$ cat src/rtl/bus_glue_pkg.sv
package bus_glue_pkg;
  // I/O region codes formed from {hi select bit, lo select bit}
  localparam int unsigned NUM_IO = 3;
  localparam logic [1:0] IO_CODE_LCD  = 2'b00;
  localparam logic [1:0] IO_CODE_ADC1 = 2'b01;
  localparam logic [1:0] IO_CODE_ADC2 = 2'b10;

  function automatic logic [1:0] io_code(input int unsigned idx);
    case (idx)
      0:       return IO_CODE_LCD;
      1:       return IO_CODE_ADC1;
      default: return IO_CODE_ADC2;
    endcase
  endfunction
endpackage

$ cat src/rtl/glue_addr_latch.sv
module glue_addr_latch #(
  parameter int unsigned W = 8
) (
  input  logic         clk,
  input  logic         rst_n,
  input  logic         le,
  input  logic [W-1:0] d,
  output logic [W-1:0] q
);
  logic [W-1:0] held_q;
  logic [W-1:0] held_d;

  // next-state: load while strobe high, else keep
  always_comb begin
    held_d = held_q;
    if (le) held_d = d;
  end

  always_ff @(posedge clk or negedge rst_n) begin
    if (!rst_n) held_q <= '0;
    else        held_q <= held_d;
  end

  // transparent path while strobe high
  assign q = le ? d : held_q;

  assert_hold_R2: assert property (@(posedge clk) disable iff (!rst_n)
    !le |=> (le || $stable(q)))
    else $error("R2: latched byte moved while strobe low");
endmodule

$ cat src/rtl/glue_decode.sv
module glue_decode
  import bus_glue_pkg::*;
#(
  parameter int unsigned N_IO = NUM_IO
) (
  input  logic            a_top,
  input  logic            a_hsel,
  input  logic            a_lsel,
  output logic            ram_sel,
  output logic [N_IO-1:0] io_sel
);
  logic [1:0] code;
  assign code    = {a_hsel, a_lsel};
  assign ram_sel = a_top;

  for (genvar i = 0; i < N_IO; i++) begin : g_io
    localparam logic [1:0] CODE = io_code(i);
    assign io_sel[i] = !a_top && (code == CODE);
  end
endmodule

$ cat src/rtl/glue_qualify.sv
module glue_qualify #(
  parameter int unsigned N_IO = 3
) (
  input  logic            ram_sel,
  input  logic [N_IO-1:0] io_sel,
  input  logic            rd_n,
  output logic            ram_ce_n,
  output logic [N_IO-1:0] io_ce_n
);
  assign ram_ce_n = ~ram_sel;

  for (genvar i = 0; i < N_IO; i++) begin : g_q
    assign io_ce_n[i] = ~io_sel[i] | rd_n;
  end

  always_comb begin
    assert_io_idle_R8: assert (!rd_n || (&io_ce_n))
      else $error("R8: I/O enable low without read");
  end
endmodule

$ cat src/rtl/bus_glue.sv
module bus_glue
  import bus_glue_pkg::*;
#(
  parameter int unsigned LO_W     = 8,
  parameter int unsigned HI_W     = 8,
  parameter int unsigned TOP_BIT  = 15,
  parameter int unsigned HSEL_BIT = 6,
  parameter int unsigned LSEL_BIT = 5
) (
  input  logic                 clk,
  input  logic                 rst_n,
  input  logic                 ale,
  input  logic [LO_W-1:0]      ad_lo,
  input  logic [HI_W-1:0]      a_hi,
  input  logic                 rd_n,
  output logic [LO_W+HI_W-1:0] addr,
  output logic                 ram_ce_n,
  output logic                 lcd_ce_n,
  output logic                 adc1_ce_n,
  output logic                 adc2_ce_n
);
  localparam int unsigned AW = LO_W + HI_W;

  logic [LO_W-1:0] lo_byte;
  logic            ram_sel;
  logic [NUM_IO-1:0] io_sel;
  logic [NUM_IO-1:0] io_ce_n;

  glue_addr_latch #(.W(LO_W)) u_latch (
    .clk(clk), .rst_n(rst_n), .le(ale), .d(ad_lo), .q(lo_byte)
  );

  assign addr = {a_hi, lo_byte};

  glue_decode #(.N_IO(NUM_IO)) u_dec (
    .a_top(addr[TOP_BIT]), .a_hsel(addr[HSEL_BIT]), .a_lsel(addr[LSEL_BIT]),
    .ram_sel(ram_sel), .io_sel(io_sel)
  );

  glue_qualify #(.N_IO(NUM_IO)) u_qual (
    .ram_sel(ram_sel), .io_sel(io_sel), .rd_n(rd_n),
    .ram_ce_n(ram_ce_n), .io_ce_n(io_ce_n)
  );

  assign lcd_ce_n  = io_ce_n[0];
  assign adc1_ce_n = io_ce_n[1];
  assign adc2_ce_n = io_ce_n[2];

  assert_pass_R1: assert property (@(posedge clk) disable iff (!rst_n)
    ale |-> (addr[LO_W-1:0] == ad_lo))
    else $error("R1: low byte not transparent");

  assert_ram_R4: assert property (@(posedge clk) disable iff (!rst_n)
    ram_ce_n != addr[TOP_BIT])
    else $error("R4: RAM enable disagrees with top bit");

  assert_onehot_R9: assert property (@(posedge clk) disable iff (!rst_n)
    $countones({~ram_ce_n, ~lcd_ce_n, ~adc1_ce_n, ~adc2_ce_n}) <= 1)
    else $error("R9: two enables low");

  assert_hi_R3: assert property (@(posedge clk) disable iff (!rst_n)
    addr[AW-1:LO_W] == a_hi)
    else $error("R3: high byte mismatch");
endmodule

$ cat config.mk
export PLATFORM = sky130hd
export DESIGN_NAME = bus_glue
export DESIGN_NICKNAME = d
export VERILOG_FILES = /design/src/rtl/bus_glue_pkg.sv /design/src/rtl/glue_addr_latch.sv /design/src/rtl/glue_decode.sv /design/src/rtl/glue_qualify.sv /design/src/rtl/bus_glue.sv
export SDC_FILE = /design/constraint.sdc
export NUM_CORES = 1
export LEC_CHECK = 0
export ABC_AREA = 1
export BUFFER_PORTS_ARGS = -buffer_cell sky130_fd_sc_hd__buf_2
export CORE_AREA = 2 2 39 41
export CTS_BUF_LIST = sky130_fd_sc_hd__clkbuf_16
export DETAILED_ROUTE_END_ITERATION = 6
export DIE_AREA = 0 0 41 43
export PLACE_DENSITY = 0.71
export SYNTH_ARGS = -nofsm -noshare
export SYNTH_HDL_FRONTEND = slang
export SYNTH_HIERARCHICAL = 1
export SYNTH_SLANG_ARGS = --single-unit
$ cat constraint.sdc
create_clock -name clk -period 1 [get_ports clk]
set_clock_uncertainty 0.05 [all_clocks]
set_input_delay 0.2 -clock clk [delete_from_list [all_inputs] [get_ports clk]]
set_output_delay 0.2 -clock clk [all_outputs]
set_load 0.005 [all_outputs]
==> impl_results.md <==
* Crit path max fanout at 3
* Hold WC Path Type: in2reg
* Leakage Power at 0.000435 uW
* Worst path top cell family by delay: simple AND/OR/NAND/NOR gates
* Minimum clock period at 1.40 ns
* Initial Util at 30.5%
* Htree depth at 1
* Compound-gate portion of the synthesized area at 0%
* Fin crit share at 140%
* CP arrival at 1.15 ns
* CP peak stage delay at 0.35 ns
* Post-Synth Simple-Gate Area at 28.5%
* CP Data Required Time at 0.75 ns
* Max VDD drop at 1280 uV
* DRC at 0
* Initial antenna violation count at 0
* Crit. End Element: output pin
* Total power at 1290 uW
* Max reg flops at 8
* Largest net degree at the start of global routing at 9
* Final Core Density at 52.9%
* Remaining global-route overflow at 0
* Fin. Hold Viols at 0
* CTS tree: yes
* # rows at 14
* HPWL after DPL at 753 um
* Setup Viol. Count Final at 11
* Adder-cell share of the synthesized area at 0%
* Die ar. at 0.00176 mm^2
* Largest family of logic cells by synthesized area: simple AND/OR/NAND/NOR gates
* Setup ws final at -0.404 ns
* Remaining antenna violation count after routing at 0
* Final instance area at 732 um^2
* ANT cells at 0
* Core Region at 0.00138 mm^2
* IO Pins at 40
* Multiplexer area fraction after synthesis at 0%
* Area Growth Syn to Fin at 73.6%
* Placer Congestion at 0.625
* Final #Nets at 115
* Max Freq at 0.712 GHz
* TritonCTS Buffers at 3
* Final wirelength at 1.16 mm
* Status: finished with violations
* Biggest regs: u_latch/held_q (8)
* Vias in the first global route at 382
* Syn nets at 76
* Clk slew on worst S/H paths at 0.04 ns
* #FFs+latches synth at 8
* Via count at 444
* Via/cell ratio at 4.07
* Setup slack at placement at -0.183 ns
* Slowest stage cell, crit path: dfrtp_1
* Worst-Margin Slew at 0.180 ns
* First-pass GRT wire length at 1.61 mm
* Avg Cell Area, Syn at 7.53 um^2
* Overall Global Routing Usage at 14.5%
* Crit Path Category: reg2out
* Synth cell types at 7
* Mapped Cells at 56
* Clock Latency Late Sink at 0.23 ns
* I/O Buffers at 25
* Xor and xnor area share after synthesis at 0%
* Violated checks: setup timing
* Die Wd at 41 um
* Starting DRC count in detailed routing at 3
* Final Slew Violations at 0
* Rel. slew slack at 88.0%
* Max cap viols at 0
* Num Clock Sinks at 8
* Per-cell routed wire length at 10.7 um
* CP Cell Sequence: nand2_1 > nand2_2 > inv_2 > nand2_2 > nor2_1 > nand2_1 > buf_2
* CTS max path bufs at 2
* Synthesized cell area at 422 um^2
* RSZ-0062 raised after global routing: true
* Layout cells sized above 1 at 59.1%
* DRT Pass-1 Iters at 2
* Ys Warns at 6
* Worst setup SP type: register
* Largest register by flop count: u_latch/held_q
* Die Y at 43 um
* Root Driver: clkbuf_16
* Buf+Inv Stages, Crit Path at 2
* Dpl cell area at 556 um^2
* Pwr dens at 1760 mW/mm^2
* Sequential area share after synthesis at 47.5%
[synth_stat cells]
| master | instances | area share (%) |
|---|---|---|
| buf_4 | 9 | 16 |
| buf_6 | 1 | 2.7 |
| dfrtp_1 | 8 | 47 |
| inv_1 | 4 | 3.6 |
| inv_2 | 2 | 1.8 |
| nand2_1 | 29 | 26 |
| nor2_1 | 3 | 2.7 |
[cells in the final DEF (no fill, tap or decap)]
master | netlist | layout
buf_2 | 0 | 25
buf_4 | 9 | 17
buf_6 | 1 | 1
clkbuf_16 | 0 | 3
dfrtp_1 | 8 | 8
dlygate4sd3_1 | 0 | 1
inv_1 | 4 | 2
inv_2 | 2 | 3
inv_4 | 0 | 1
nand2_1 | 29 | 24
nand2_2 | 0 | 4
nand2_4 | 0 | 1
nor2_1 | 3 | 3
[where the power goes]
group,switching [uW],internal [uW],leakage [uW],total (uW)
registers,8.28,354,0.0000974,362
clock network,165,516,0.0000370,681
logic,105,138,0.000301,243
[worst paths after layout]
| path | slack [ns] | to | cells after the start | from |
|---|---|---|---|---|
| setup / recovery | -0.40 | adc2_ce_n | 7 | u_latch/held_q[5] |
| hold / removal | 0.20 | u_latch/held_q[6] | 3 | ad_lo[6] |
| hold reg to reg | 0.47 | u_latch/held_q[6] | 2 | u_latch/held_q[6] |
| max in group asynchronous | 0.45 | u_latch/held_q[7] | 2 | rst_n |
| setup reg to reg | 0.04 | u_latch/held_q[4] | 5 | u_latch/held_q[4] |
| min in group asynchronous | 0.29 | u_latch/held_q[3] | 2 | rst_n |
[metrics by stage]
stage | std cells | hold slack, ns | setup TNS (ns)
after floorplan | 56 | -0.146 | 0
after global placement | 95 | -0.00141 | -0.407
after detailed placement | 95 | -0.00217 | -0.641
after CTS | 107 | 0.135 | -1.78
after global routing | 109 | 0.216 | -2.27
final | 109 | 0.199 | -1.83
[cells by family (layout without fill, tap and decap cells)]
| logic type | count (synthesis) | count (layout) |
|---|---|---|
| DFF | 8 | 8 |
| buffers and inverters | 16 | 53 |
| and+or+nand+nor | 32 | 32 |
[timing repair]
action,CTS,global route
buffers inserted,8,4
hold buffers,1,0
resized for setup,1,6
setup endpoints to repair,11,13
endpoints found under the hold margin,8,0
pin swaps,14,13
[layer usage]
layer / share of wire, % / track usage [%]
met1: 36 / 16.4
met2: 54 / 20.3
met3: 7.5 / 6.81
met4: 2.5 / 10.7
met5: 0 / 0
[final cells by class]
type / instances / area, um^2
Sequential cell: 8 / 200
Timing Repair Buffer: 44 / 274
Clock buffer: 3 / 75.1
Inverter: 6 / 25.0
Multi-Input combinational cell: 32 / 138
Fill cell: 135 / 652
Tap cell: 16 / 20.0
[worst register-to-register path: stages, from the launching register on]
cell and delay [ns]:
dfrtp_1 0.35, nand2_1 0.06, nand2_1 0.06, buf_4 0.12
buf_4 0.12, buf_6 0.10
(Power assumes the default switching activity.)
